File: src/rtl/vlen_pkg.sv
package vlen_pkg;
  // Source of the active-length update on a given cycle
  typedef enum logic [1:0] {
    UPD_NONE  = 2'd0,
    UPD_GRANT = 2'd1,
    UPD_TRUNC = 2'd2
  } upd_src_e;
endpackage

File: src/rtl/vlen_clamp.sv
module vlen_clamp #(
  parameter int CNT_W = 16,
  parameter int MVL   = 12,
  parameter int LEN_W = $clog2(MVL + 1)
) (
  input  logic [CNT_W-1:0] count,
  output logic [LEN_W-1:0] granted
);
  localparam logic [CNT_W-1:0] MVL_C = CNT_W'(MVL);

  function automatic logic [LEN_W-1:0] grant_of(input logic [CNT_W-1:0] c);
    if (c > MVL_C) return LEN_W'(MVL);
    return LEN_W'(c);
  endfunction

  assign granted = grant_of(count);
endmodule

File: src/rtl/vlen_state.sv
module vlen_state
  import vlen_pkg::*;
#(
  parameter int MVL   = 12,
  parameter int LEN_W = $clog2(MVL + 1)
) (
  input  logic             clk,
  input  logic             rst_n,
  input  logic             load,
  input  logic [LEN_W-1:0] load_len,
  input  logic             trunc_valid,
  input  logic [LEN_W-1:0] trunc_len,
  output logic [LEN_W-1:0] active_len,
  output upd_src_e         upd_src
);
  logic [LEN_W-1:0] len_q;
  logic             trunc_ok;

  function automatic logic shrink_allowed(input logic [LEN_W-1:0] nl,
                                          input logic [LEN_W-1:0] cur);
    return (nl != '0) && (nl < cur);
  endfunction

  assign trunc_ok = trunc_valid && shrink_allowed(trunc_len, len_q);

  always_comb begin
    if (load)          upd_src = UPD_GRANT;
    else if (trunc_ok) upd_src = UPD_TRUNC;
    else               upd_src = UPD_NONE;
  end

  always_ff @(posedge clk) begin
    if (!rst_n) begin
      len_q <= '0;
    end else begin
      case (upd_src)
        UPD_GRANT: len_q <= load_len;
        UPD_TRUNC: len_q <= trunc_len;
        default:   len_q <= len_q;
      endcase
    end
  end

  assign active_len = len_q;

  // active length never above the maximum
  assert_len_bound_R1: assert property (@(posedge clk) disable iff (!rst_n)
    active_len <= LEN_W'(MVL));

  // a grant always lands, shrink or not
  assert_grant_wins_R8: assert property (@(posedge clk) disable iff (!rst_n)
    load |=> active_len == $past(load_len));

  // an accepted shrink lands
  assert_trunc_apply_R7: assert property (@(posedge clk) disable iff (!rst_n)
    (upd_src == UPD_TRUNC) |=> active_len == $past(trunc_len));

  // out-of-range shrink leaves length untouched
  assert_trunc_ignore_R7: assert property (@(posedge clk) disable iff (!rst_n)
    (trunc_valid && !load && (trunc_len == '0 || trunc_len >= active_len))
      |=> $stable(active_len));
endmodule

File: src/rtl/vlen_rsp_slot.sv
module vlen_rsp_slot #(
  parameter int LEN_W = 4
) (
  input  logic             clk,
  input  logic             rst_n,
  input  logic             push,
  input  logic [LEN_W-1:0] push_len,
  input  logic             rsp_ready,
  output logic             rsp_valid,
  output logic [LEN_W-1:0] rsp_len,
  output logic             slot_free
);
  logic             vld_q;
  logic [LEN_W-1:0] len_q;
  logic             pop;

  assign pop       = vld_q && rsp_ready;
  assign slot_free = !vld_q || rsp_ready;

  always_ff @(posedge clk) begin
    if (!rst_n) begin
      vld_q <= 1'b0;
      len_q <= '0;
    end else begin
      if (push) begin
        vld_q <= 1'b1;
        len_q <= push_len;
      end else if (pop) begin
        vld_q <= 1'b0;
      end
    end
  end

  assign rsp_valid = vld_q;
  assign rsp_len   = len_q;

  // a pushed grant shows on the next cycle
  assert_push_shows_R5: assert property (@(posedge clk) disable iff (!rst_n)
    push |=> rsp_valid && rsp_len == $past(push_len));

  // pending response is held under backpressure
  assert_rsp_hold_R5: assert property (@(posedge clk) disable iff (!rst_n)
    (rsp_valid && !rsp_ready) |=> rsp_valid && $stable(rsp_len));
endmodule

File: src/rtl/vlen_mask.sv
module vlen_mask #(
  parameter int MVL   = 12,
  parameter int LEN_W = $clog2(MVL + 1)
) (
  input  logic             clk,
  input  logic             rst_n,
  input  logic [LEN_W-1:0] active_len,
  input  logic             ext_mask_use,
  input  logic [MVL-1:0]   ext_mask,
  output logic [MVL-1:0]   lane_en
);
  logic [MVL-1:0] tail_en;

  function automatic logic lane_inside(input logic [LEN_W-1:0] idx,
                                       input logic [LEN_W-1:0] len);
    return idx < len;
  endfunction

  for (genvar i = 0; i < MVL; i++) begin : g_lane
    localparam logic [LEN_W-1:0] IDX = LEN_W'(i);
    assign tail_en[i] = lane_inside(IDX, active_len);
    assign lane_en[i] = tail_en[i] && (!ext_mask_use || ext_mask[i]);
  end

  // never more lanes on than the active length
  assert_mask_count_R4: assert property (@(posedge clk) disable iff (!rst_n)
    $countones(lane_en) <= int'(active_len));

  // without the external predicate, exactly active_len lanes are on
  assert_mask_full_R4: assert property (@(posedge clk) disable iff (!rst_n)
    !ext_mask_use |-> $countones(lane_en) == int'(active_len));
endmodule

File: src/rtl/vlen_ctrl.sv
module vlen_ctrl
  import vlen_pkg::*;
#(
  parameter int CNT_W = 16,
  parameter int MVL   = 12,
  parameter int LEN_W = $clog2(MVL + 1)
) (
  input  logic             clk,
  input  logic             rst_n,
  input  logic             req_valid,
  output logic             req_ready,
  input  logic [CNT_W-1:0] req_count,
  output logic             rsp_valid,
  input  logic             rsp_ready,
  output logic [LEN_W-1:0] rsp_len,
  input  logic             trunc_valid,
  input  logic [LEN_W-1:0] trunc_len,
  input  logic             ext_mask_use,
  input  logic [MVL-1:0]   ext_mask,
  output logic [LEN_W-1:0] active_len,
  output logic [MVL-1:0]   lane_en
);
  logic             accept;
  logic             slot_free;
  logic [LEN_W-1:0] granted;
  upd_src_e         upd_src;

  assign req_ready = slot_free;
  assign accept    = req_valid && slot_free;

  vlen_clamp #(.CNT_W(CNT_W), .MVL(MVL), .LEN_W(LEN_W)) u_clamp (
    .count   (req_count),
    .granted (granted)
  );

  vlen_state #(.MVL(MVL), .LEN_W(LEN_W)) u_state (
    .clk         (clk),
    .rst_n       (rst_n),
    .load        (accept),
    .load_len    (granted),
    .trunc_valid (trunc_valid),
    .trunc_len   (trunc_len),
    .active_len  (active_len),
    .upd_src     (upd_src)
  );

  vlen_rsp_slot #(.LEN_W(LEN_W)) u_rsp (
    .clk       (clk),
    .rst_n     (rst_n),
    .push      (accept),
    .push_len  (granted),
    .rsp_ready (rsp_ready),
    .rsp_valid (rsp_valid),
    .rsp_len   (rsp_len),
    .slot_free (slot_free)
  );

  vlen_mask #(.MVL(MVL), .LEN_W(LEN_W)) u_mask (
    .clk          (clk),
    .rst_n        (rst_n),
    .active_len   (active_len),
    .ext_mask_use (ext_mask_use),
    .ext_mask     (ext_mask),
    .lane_en      (lane_en)
  );

  // accepted grant appears both as active length and as response
  assert_accept_len_R2: assert property (@(posedge clk) disable iff (!rst_n)
    accept |=> rsp_valid && active_len == rsp_len);

  // zero request gives an all-off enable vector
  assert_zero_noop_R3: assert property (@(posedge clk) disable iff (!rst_n)
    (accept && req_count == '0) |=> lane_en == '0);

  // no acceptance while the response is stuck
  assert_ready_block_R6: assert property (@(posedge clk) disable iff (!rst_n)
    (rsp_valid && !rsp_ready) |-> !req_ready);

  // a count above the maximum yields the maximum
  assert_clamp_top_R10: assert property (@(posedge clk) disable iff (!rst_n)
    (accept && req_count > CNT_W'(MVL)) |=> rsp_len == LEN_W'(MVL));

  // idle state right after reset release
  assert_reset_idle_R9: assert property (@(posedge clk)
    !rst_n |=> !rsp_valid && active_len == '0);
endmodule

File: config.mk
export PLATFORM = sky130hd
export DESIGN_NAME = vlen_ctrl
export DESIGN_NICKNAME = d
export VERILOG_FILES = /design/src/rtl/vlen_pkg.sv /design/src/rtl/vlen_clamp.sv /design/src/rtl/vlen_state.sv /design/src/rtl/vlen_rsp_slot.sv /design/src/rtl/vlen_mask.sv /design/src/rtl/vlen_ctrl.sv
export SDC_FILE = /design/constraint.sdc
export NUM_CORES = 1
export LEC_CHECK = 0
export BUFFER_PORTS_ARGS = -buffer_cell sky130_fd_sc_hd__buf_2
export CAP_MARGIN = 20
export CORE_ASPECT_RATIO = 0.8
export CORE_MARGIN = 8
export CORE_UTILIZATION = 30
export CTS_CLUSTER_DIAMETER = 30
export DETAILED_ROUTE_END_ITERATION = 6
export SLEW_MARGIN = 30
export SYNTH_ARGS = -nofsm -noshare
export SYNTH_HDL_FRONTEND = slang
export SYNTH_HIERARCHICAL = 1
export SYNTH_SLANG_ARGS = --single-unit
File: constraint.sdc
create_clock -name clk -period 3.05 [get_ports clk]
set_input_delay 0.1525 -clock clk [delete_from_list [all_inputs] [get_ports clk]]
set_output_delay 0.1525 -clock clk [all_outputs]
set_load 0.02 [all_outputs]
# Yosys cells after proc, flatten, opt, wreduce, memory -nomap -nowiden
# Index checks and enable logic that the tools add are counted.
# W data, S select, Z words.
dict set report op_classes {
  add_sub_neg 0
  multipliers 0
  n_div 0
  n_lt_le_gt_ge 14
  n_eq_ne 2
  shifts 0
  mux 8
  n_bitwise 0
  reduce_logical 34
}
# op n
set op_table {}
lappend op_table {{$gt A16 B4 Y1 const B} 1}
lappend op_table {{$logic_and A1 B1 Y1} 16}
lappend op_table {{$lt A3 B4 Y1 const A} 4}
lappend op_table {{$lt A4 B4 Y1 const A} 4}
lappend op_table {{$logic_or A1 B1 Y1} 13}
lappend op_table {{$lt A1 B4 Y1 const A} 2}
lappend op_table {{$lt A2 B4 Y1 const A} 2}
lappend op_table {{$mux W4} 2}
lappend op_table {{$pmux W4 S2} 1}
lappend op_table {{$lt A4 B4 Y1} 1}
lappend op_table {{$mux W2} 2}
lappend op_table {{$reduce_bool A2 Y1} 2}
lappend op_table {{$reduce_bool A4 Y1} 1}
lappend op_table {{$mux W1} 3}
lappend op_table {{$eq A2 B1 Y1 const B} 1}
lappend op_table {{$eq A2 B2 Y1 const B} 1}
lappend op_table {{$logic_not A1 Y1} 2}
dict set report totals {
  regBits 9
  latch_bits 0
  ramBits 0
  rom_bits 0
  in_bits 38
  output_inout_bits 22
  word_cells 61
  memories 0
}

# Depth between registers and ports, before layout
# Gate-level depths: netlist of the first run.
dict set report logic_depth {
  word_depth 7
  depth_mapped 7
  mapped_depth_nobuf 6
}

# By module
# Netlist of the first run, hierarchy kept.
# mod instances cells_each area_each_um2 seq_area_each_um2
set modules_own_cells {}
lappend modules_own_cells {vlen_state 1 43 316.6 80.1}
lappend modules_own_cells {vlen_rsp_slot 1 17 193.9 100.1}
lappend modules_own_cells {vlen_mask 1 28 180.2 0.0}
lappend modules_own_cells {vlen_clamp 1 9 87.6 0.0}
lappend modules_own_cells {vlen_ctrl 1 1 6.3 0.0}

# Least setup slack after synthesis of the first run
# No wires, ideal clock.
dict set report synth_path {
  path_type {reg-to-reg}
  from {reg u_rsp.vld_q, in the netlist u_rsp/rsp_valid}
  to {reg u_state.len_q[0], in the netlist u_state/active_len[0]}
  setup_ns 0.129
  t_arrival_ns 1.545
  required_time_ns 2.921
  path_slack_ns 1.376
  stages_incl_launch_ff 8
  path_buffers 1
  period_less_slack_ns 1.674
  cell_sequence {dfxtp_1 -> nand2b_1 -> and2_1 -> buf_1 -> nor2_1 -> o211ai_2 -> o211ai_1 -> o21ai_1}
}
dict set report synth_between {
  elab_chain_len 6
  elab_cells_between_ends 8
  classes_between {2 x eq/ne; 2 x mux; 4 x reduce/logical}
}
# element line
set synth_lines {}
lappend synth_lines {{start, declared} vlen_rsp_slot.sv:13} ;# logic vld_q;
lappend synth_lines {{start signal, assigned} vlen_rsp_slot.sv:22} ;# vld_q <= 1'b0;
lappend synth_lines {{start signal, assigned} vlen_rsp_slot.sv:26} ;# vld_q <= 1'b1;
lappend synth_lines {{start signal, assigned} vlen_rsp_slot.sv:29} ;# vld_q <= 1'b0;
lappend synth_lines {{$logic_not A1 Y1 (*)} vlen_rsp_slot.sv:18} ;# assign slot_free = !vld_q || rsp_ready;
lappend synth_lines {{$logic_or A1 B1 Y1 (*)} vlen_rsp_slot.sv:18}
lappend synth_lines {{named net req_ready} vlen_ctrl.sv:11} ;# output logic req_ready,
lappend synth_lines {{$logic_and A1 B1 Y1 (*)} vlen_ctrl.sv:29} ;# assign accept = req_valid && slot_free;
lappend synth_lines {{named net accept} vlen_ctrl.sv:23} ;# logic accept;
lappend synth_lines {{$mux W2 (*)} vlen_state.sv:27} ;# if (load) upd_src = UPD_GRANT;
lappend synth_lines {{$eq A2 B2 Y1 / $eq A2 B1 Y1 (equally long branches)} vlen_state.sv:36} ;# case (upd_src)
lappend synth_lines {{$pmux W4 S2 / $reduce_bool A2 Y1 (equally long branches)} -}
lappend synth_lines {{end signal, assigned} vlen_state.sv:37} ;# UPD_GRANT: len_q <= load_len;
lappend synth_lines {{end signal, assigned} vlen_state.sv:38} ;# UPD_TRUNC: len_q <= trunc_len;
lappend synth_lines {{end signal, assigned} vlen_state.sv:39} ;# default: len_q <= len_q;
lappend synth_lines {{end, declared} vlen_state.sv:16} ;# logic [LEN_W-1:0] len_q;
# The timed path passes the listed nets; every way through them passes the cells marked *.
# A chain may end at the register's enable or synchronous reset.

# Worst setup path in the final report of the first run
dict set report layout_path {
  from {reg u_state.len_q[1], in the netlist u_state/active_len[1]}
  to {reg u_state.len_q[2], in the netlist u_state/active_len[2]}
}
dict set report layout_between {
  elab_chain_len 7
  elab_cells_between_ends 9
  classes_between {1 x order compare; 2 x eq/ne; 3 x mux; 3 x reduce/logical}
}
# element line
set layout_lines {}
lappend layout_lines {{$lt A4 B4 Y1 (*)} vlen_state.sv:21} ;# return (nl != '0) && (nl < cur);
lappend layout_lines {{$logic_and A1 B1 Y1 (*)} vlen_state.sv:21}
lappend layout_lines {{$logic_and A1 B1 Y1 (*)} vlen_state.sv:24} ;# assign trunc_ok = trunc_valid && shrink_allowed(trunc_len, len_q);
lappend layout_lines {{$mux W2 (*)} vlen_state.sv:28} ;# else if (trunc_ok) upd_src = UPD_TRUNC;
lappend layout_lines {{$mux W2 (*)} vlen_state.sv:27}
lappend layout_lines {{$eq A2 B2 Y1 / $eq A2 B1 Y1 (equally long branches)} vlen_state.sv:36}
lappend layout_lines {{$pmux W4 S2 / $reduce_bool A2 Y1 (equally long branches)} -}
# Every way passes the cells marked *; elsewhere a longest branch is shown, timed or not.

==> impl_metrics.ini, run 1 <==
[critical_path]
worstSetupEndpoint = u_state/active_len[2]$_SDFFE_PN0P_
endpoint_kind = flop
reg2reg_to = u_state/active_len[2]$_SDFFE_PN0P_
ff2ff_path_depth = 6
path_buf_inv = 1
max_stage_delay_ps = 510
cp_max_fo = 11
worstPathRequired_ps = 3190
crit_family = compound AO/OA/AOI/OAI gates
path_cells = inv_1 > ha_1 > a211oi_2 > o211ai_2 > o211ai_1 > o21ai_1
worstSetupPathType = reg2reg
crit_slowest_cell = dfxtp_1
critPathArrivalTime_ps = 1900
startpoint_type = flop
critical_path_cell_count = 6
reg2reg_from = u_state/active_len[1]$_SDFFE_PN0P_
r2r_slack_ps = 1290
startpoint = u_state/active_len[1]$_SDFFE_PN0P_

[clocking]
ctsResizeCount = 0
cts_made_buffers = 3
clock_latency_ps = 260
cts_setup_buffers = 0
cts_max_path_buffers = 2
holdBufCountCts = 0
htreeDepth = 1
cts_root_buf = clkbuf_4
cts_tree = built
cts.sinks = 9
cts.clk_slew.worst_paths_ps = 60

[min_path]
hp-class = in2reg

[job]
drv_cap = 0

[timing]
hold_slack_ps = 173
report.final.slew_viol_count = 0
fmaxAchievable_mhz = 570
finalCritPeriodShare = 0.576
hold_viol = 0
finalCriticalPeriod_ps = 1760
fin_tns_setup_ps = 0
skew_ps = 3.07
rsz0062_at_grt = no
setup_viol = 0
slew_headroom = 0.662
worst_pin_slew_ps = 506

[routing]
drc = 0
wire_per_inst_um = 13.5
dr.first_iter.drc_count = 19
first_pass_iters = 4
viasPerCell = 4.93
num_vias = 926
totalWireLength_mm = 2.54
ant_nets = 0

[floorplan]
die_area_sq_um = 4440
start_util = 0.314
dieHeight_um = 61.2
rows = 16
die_x_um = 72.5
pin_count = 60
coreArea_sq_um = 2440

[place]
place.gp.congestion = 0.864
dp_hpwl_mm = 2.12
portBuffers = 59

[global_routing]
busiest_layer = met2
grt_pass1_vias = 931
overflow = 0
grt_use_met3 = 0.0260
antenna_found_initial = 0
grt_util_met2 = 0.210
track_usage = 0.112
grt_pass1_wl_mm = 4.00
grt_max_degree = 14
use_met1 = 0.114

[power_and_ir_drop]
peakVddDrop_mv = 0.118
p_per_area_nw_per_um2 = 344
leakage_nw = 0.572

[synth]
syn_area_per_cell_sq_um = 8.07
syn-num-nets = 136
synth_area_sq_um = 767
ys_warn_count = 6
syn_inst = 95

[layout]
antennaDiodeCount = 0
final_nets = 194
fillers = 272
drive_gt1_frac = 0.461
area_growth_pct = 42.6

[outcome]
outcome = completed
worst register-to-register path, cell delays in order (launching register included):
cell	delay, ps
dfxtp_1	510
inv_1	110
ha_1	300
a211oi_2	200
o211ai_2	200
o211ai_1	230
o21ai_1	80
metal layers:
metal	vias up	wire length [um]
li1	463	-
met1	425	992
met2	33	1350
met3	5	155
met4	0	43
met5	-	0
cell type report:
| cell class | count | area [sq um] | area share |
|---|---|---|---|
| Clock buffer | 4 | 26.3 | 0.0240 |
| Inverter | 8 | 30.0 | 0.0275 |
| Multi-Input combinational cell | 72 | 517 | 0.473 |
| Sequential cell | 9 | 180 | 0.165 |
| Tap cell | 36 | 45.0 | 0.0412 |
| Timing Repair Buffer | 59 | 295 | 0.270 |
sequential cells by signal, indices dropped and copies added, names as in the netlist:
name and count:
u_rsp/rsp_len 4, u_rsp/rsp_valid 1, u_state/active_len 4
per-stage QoR:
stage	total power, mW	worst slack, ps	std cells	area [sq um]	util
floorplan	0.228	1410	95	767	-
global placement	0.282	1400	184	1070	0.437
detailed placement	0.285	1320	184	1070	0.437
CTS	0.380	1310	188	1090	0.448
global route	0.402	1130	188	1090	0.448
finish	0.377	1290	188	1090	0.448
worst min path at each step:
stage / startpoint / endpoint / slack [ps] / cells after the start
after floorplan: rst_n / u_rsp/rsp_len[0]$_SDFFE_PN0P_ / 280 / 1
after global placement: trunc_len[0] / u_state/active_len[0]$_SDFFE_PN0P_ / 440 / 3
after detailed placement: trunc_len[1] / u_state/active_len[1]$_SDFFE_PN0P_ / 450 / 3
after CTS: trunc_len[1] / u_state/active_len[1]$_SDFFE_PN0P_ / 170 / 3
after global routing: trunc_len[3] / u_state/active_len[3]$_SDFFE_PN0P_ / 170 / 3
final: trunc_len[1] / u_state/active_len[1]$_SDFFE_PN0P_ / 170 / 3
report_power, final:
group          internal, mW  switching [mW]
clock network        0.0506          0.0445
registers             0.125          0.0120
logic                0.0617          0.0833
total                 0.237           0.140
cell usage in the layout, fill, tap and decap left out, drive strengths merged, types with 2 or more instances in the layout:
cell and instances:
o21ai 8, a21boi 3, buf 59, dfxtp 9, nor2b 5, and4 2
o211a 3, o211ai 5, inv 8, clkbuf 4, nand4b 2, a21oi 4
nand2b 2, nor4 3, nand2 8, mux2i 4, nor3 6, ha 3
nor2 3, a2bb2oi 2
(Power assumes the default switching activity.)
==> run 2, diff against run 1 <==
Settings changed: PLACE_DENSITY from default to 0.66.
Clock period 3.05 ns to 1.6 ns, I/O delays scaled along.
==> run 2 against run 1 <==
Via count increased by 1.4%; fmax increased by 21%; largest power group unchanged; register-to-register slack got worse by 1200 ps; sequential share of layout area decreased by 0.73 points; die area unchanged; worst setup slack got worse by 1200 ps; clock power increased by 87%.
==> impl_metrics.ini, run 2 (same netlist as run 1, synthesis figures left out) <==
[timing]
finalCritPeriodShare = 0.911
hold_slack_ps = 99.6
finalCriticalPeriod_ps = 1460
setup_ws_ps = 143
fmaxAchievable_mhz = 686
hold_viol = 0
fin_tns_setup_ps = 0
setup_viol = 0
worst_pin_slew_ps = 359
rsz0062_at_grt = no
skew_ps = 3.33
slew_headroom = 0.758
report.final.slew_viol_count = 0

[critical_path]
critPathArrivalTime_ps = 1590
worstSetupPathType = reg2reg
worstPathRequired_ps = 1730
crit_family = compound AO/OA/AOI/OAI gates
endpoint_kind = flop
crit_slowest_cell = dfxtp_2
path_cells = inv_1 > ha_4 > a211oi_2 > o211ai_2 > o211ai_1 > o21ai_1
path_buf_inv = 1
cp_max_fo = 8
startpoint_type = flop
max_stage_delay_ps = 320

[floorplan]
dieHeight_um = 61.2
pin_count = 60
coreArea_sq_um = 2440
die_x_um = 72.5
die_area_sq_um = 4440
rows = 16
start_util = 0.314

[layout]
fillers = 255
stdcell_area_sq_um = 1150
drive_gt1_frac = 0.497
fin_util = 0.472
final_nets = 199
final_cell_mix = 59 x buf_2, 8 x nand2_1, 8 x dfxtp_1
antennaDiodeCount = 0
area_growth_pct = 50.2
final_cells = 193
final_common_cell = buf_2

[global_routing]
overflow = 0
antenna_found_initial = 0
grt_pass1_wl_mm = 4.23
track_usage = 0.115
grt_pass1_vias = 942
grt_max_degree = 14

[clocking]
cts_made_buffers = 3
cts_setup_buffers = 0
cts_root_buf = clkbuf_4
clock_latency_ps = 260
htreeDepth = 1
cts_tree = built
cts_max_path_buffers = 2
holdBufCountCts = 0
cts.clk_slew.worst_paths_ps = 70
ctsResizeCount = 0
cts.sinks = 9

[job]
drv_cap = 0

[power_and_ir_drop]
peakVddDrop_mv = 0.300
finalPower_mw = 0.734
leakage_nw = 0.605
p_per_area_nw_per_um2 = 637

[routing]
first_pass_iters = 4
drc = 0
viasPerCell = 4.87
dr.first_iter.drc_count = 27
ant_nets = 0
totalWireLength_mm = 2.59
num_vias = 939
wire_per_inst_um = 13.4

[min_path]
hp-class = in2reg

[outcome]
outcome = completed

[place]
portBuffers = 59
place.gp.congestion = 0.817
dpl_cell_area_sq_um = 1110
place_ws_ps = 120
dp_hpwl_mm = 2.15
dp_cells = 189
-- run 2: final cells by class --
| type | instances | area, sq um | area share |
|---|---|---|---|
| Inverter | 8 | 30.0 | 0.0261 |
| Multi-Input combinational cell | 72 | 537 | 0.466 |
| Tap cell | 36 | 45.0 | 0.0391 |
| Sequential cell | 9 | 181 | 0.157 |
| Timing Repair Buffer | 64 | 333 | 0.289 |
| Clock buffer | 4 | 26.3 | 0.0228 |
-- run 2: metal layers --
metal | vias to the layer above | track usage | routed length (um)
met5 | - | 0 | 0
met4 | 0 | 0.0483 | 19
met3 | 2 | 0.0244 | 186
met2 | 30 | 0.214 | 1390
met1 | 432 | 0.124 | 994
li1 | 475 | - | -
-- run 2: worst paths after layout --
path | slack [ps] | startpoint | depth (start not counted) | endpoint
hold / removal | 100 | trunc_len[2] | 3 | u_state/active_len[2]$_SDFFE_PN0P_
setup reg to reg | 140 | u_state/active_len[1]$_SDFFE_PN0P_ | 6 | u_state/active_len[1]$_SDFFE_PN0P_
hold reg to reg | 520 | u_rsp/rsp_len[1]$_SDFFE_PN0P_ | 2 | u_rsp/rsp_len[1]$_SDFFE_PN0P_
setup / recovery | 140 | u_state/active_len[1]$_SDFFE_PN0P_ | 6 | u_state/active_len[1]$_SDFFE_PN0P_
-- run 2: power by group --
| part | internal, mW | switching (mW) |
|---|---|---|
| clock | 0.0961 | 0.0814 |
| combinational | 0.134 | 0.178 |
| sequential | 0.238 | 0.00751 |
-- run 2: tightest hold or removal path, delay by kind of cell --
family | cells | cell delay, ps
AOI/OAI and AO/OA | 1 | 50
and+or+nand+nor | 1 | 60
buffers and inverters | 1 | 130
==> run 3, diff against run 2 <==
Settings changed: CELL_PAD_IN_SITES_DETAIL_PLACEMENT from default to 0, CELL_PAD_IN_SITES_GLOBAL_PLACEMENT from default to 1, CORE_UTILIZATION 30 to 23, PLACE_DENSITY 0.66 to default, PLACE_DENSITY_LB_ADDON from default to 0.1.
==> run 3 against run 2 <==
Hold slack better by 23 ps; core utilization down 8.6 points; count of clock-buffer cells in the layout stayed put; global-route usage down 1.4 points; flip-flop and latch count stayed put; via count rose by 0.53%; critical path depth stayed put; total power increased by 15%; routed wire length is 8.8% higher; critical path type unchanged; highest routed layer unchanged.
==> impl_metrics.ini, run 3 (same netlist as run 1, synthesis figures left out) <==
[clocking]
cts_root_buf = clkbuf_8
htreeDepth = 1
cts_tree = built
cts.sinks = 9
cts_made_buffers = 3
cts_max_path_buffers = 2
cts.clk_slew.worst_paths_ps = 50
clock_latency_ps = 240

[routing]
viasPerCell = 4.72
totalWireLength_mm = 2.82
wire_per_inst_um = 14.1
ant_nets = 0
drc = 0
num_vias = 944
first_pass_iters = 4
dr.first_iter.drc_count = 24

[critical_path]
startpoint = u_state/active_len[1]$_SDFFE_PN0P_
crit_family = compound AO/OA/AOI/OAI gates
critical_path_cell_count = 6
worstSetupPathType = reg2reg
cp_max_fo = 8
endpoint_kind = flop
worstPathRequired_ps = 1720
path_buf_inv = 1
startpoint_type = flop
max_stage_delay_ps = 330
reg2reg_from = u_state/active_len[1]$_SDFFE_PN0P_
critPathArrivalTime_ps = 1570
path_cells = inv_2 > ha_4 > a211oi_2 > o211ai_4 > o211ai_1 > o21ai_1
crit_slowest_cell = dfxtp_2
ff2ff_path_depth = 6

[floorplan]
dieHeight_um = 67.7
coreArea_sq_um = 3130
die_x_um = 80.6
start_util = 0.245
rows = 18
pin_count = 60
die_area_sq_um = 5450

[timing]
skew_ps = 4.51
finalCriticalPeriod_ps = 1460
setup_viol = 0
hold_viol = 0
finalCritPeriodShare = 0.910
rsz0062_at_grt = no
fin_tns_setup_ps = 0
slew_headroom = 0.768
fmaxAchievable_mhz = 687
report.final.slew_viol_count = 0
worst_pin_slew_ps = 345

[job]
drv_cap = 0

[layout]
drive_gt1_frac = 0.513
antennaDiodeCount = 0
final_nets = 202
area_growth_pct = 57.4
stdcell_area_sq_um = 1210
final_cell_mix = 59 x buf_2, 8 x buf_4, 8 x nand2_1, 8 x dfxtp_1
fillers = 337
final_common_cell = buf_2

[power_and_ir_drop]
p_per_area_nw_per_um2 = 702
peakVddDrop_mv = 0.401
leakage_nw = 0.626

[global_routing]
overflow = 0
busiest_layer = met2
grt_max_degree = 14
antenna_found_initial = 0
grt_use_met3 = 0.0371
grt_pass1_vias = 963
track_usage = 0.101
grt_util_met2 = 0.159
grt_pass1_wl_mm = 4.42
use_met1 = 0.120

[place]
dp_hpwl_mm = 2.30
portBuffers = 59
place.gp.congestion = 0.715
dpl_cell_area_sq_um = 1120

[min_path]
whs_path_depth = 3
worstHoldStart = trunc_len[0]
hp-class = in2reg

[outcome]
outcome = completed
==> run 3: cell types whose count changed in the layout (fill, tap and decap cells not counted), sizes merged <==
cell  change
buf       +3
==> run 3: tightest hold or removal path, stage by stage <==
cell,delay (ps)
buf_2,130
nand2_1,60
o21ai_1,50
==> run 3: metal layers <==
layer	wire length, um	vias to the layer above
met2	1300	35
met3	275	4
li1	-	479
met5	0	-
met4	37	0
met1	1200	426
==> run 3: report_power, final <==
group          leakage [nW]  internal (mW)  switching (mW)  total, mW
clock                0.0228          0.175           0.100      0.275
sequential           0.0746          0.238         0.00737      0.246
combinational         0.529          0.141           0.186      0.327
==> run 3: through the flow <==
step | setup WS, ps | instances | total power [mW] | utilization | hold slack [ps]
finish | 144 | 200 | 0.847 | 0.386 | 123
CTS | 76.7 | 198 | 0.843 | 0.374 | 115
global placement | 159 | 194 | 0.560 | 0.359 | 364
detailed placement | 94.0 | 194 | 0.564 | 0.359 | 368
global route | 54.5 | 200 | 0.905 | 0.386 | 137
floorplan | 43.7 | 95 | 0.437 | - | 208
==> run 3: repair_timing <==
item | 4_1_cts | 5_1_grt
hold buffers | 0 | 0
buffers inserted | 0 | 2
gates resized for setup | 0 | 5
endpoints found under the setup margin | 0 | 4
==> run 3: layout make-up <==
| class | instances | area (sq um) | area share |
|---|---|---|---|
| multi-input combinational | 72 | 546 | 0.452 |
| timing repair buffer | 67 | 355 | 0.294 |
| sequential | 9 | 181 | 0.150 |
| tap | 40 | 50.0 | 0.0415 |
| clock buffer | 4 | 45.0 | 0.0373 |
| inverter | 8 | 30.0 | 0.0249 |
==> run 3: path summary, 6_finish.rpt <==
check	end	slack, ps
setup / recovery	u_state/active_len[2]$_SDFFE_PN0P_	140
hold / removal	u_state/active_len[0]$_SDFFE_PN0P_	120
setup reg to reg	u_state/active_len[2]$_SDFFE_PN0P_	140
hold reg to reg	u_rsp/rsp_valid$_SDFFE_PN0P_	510
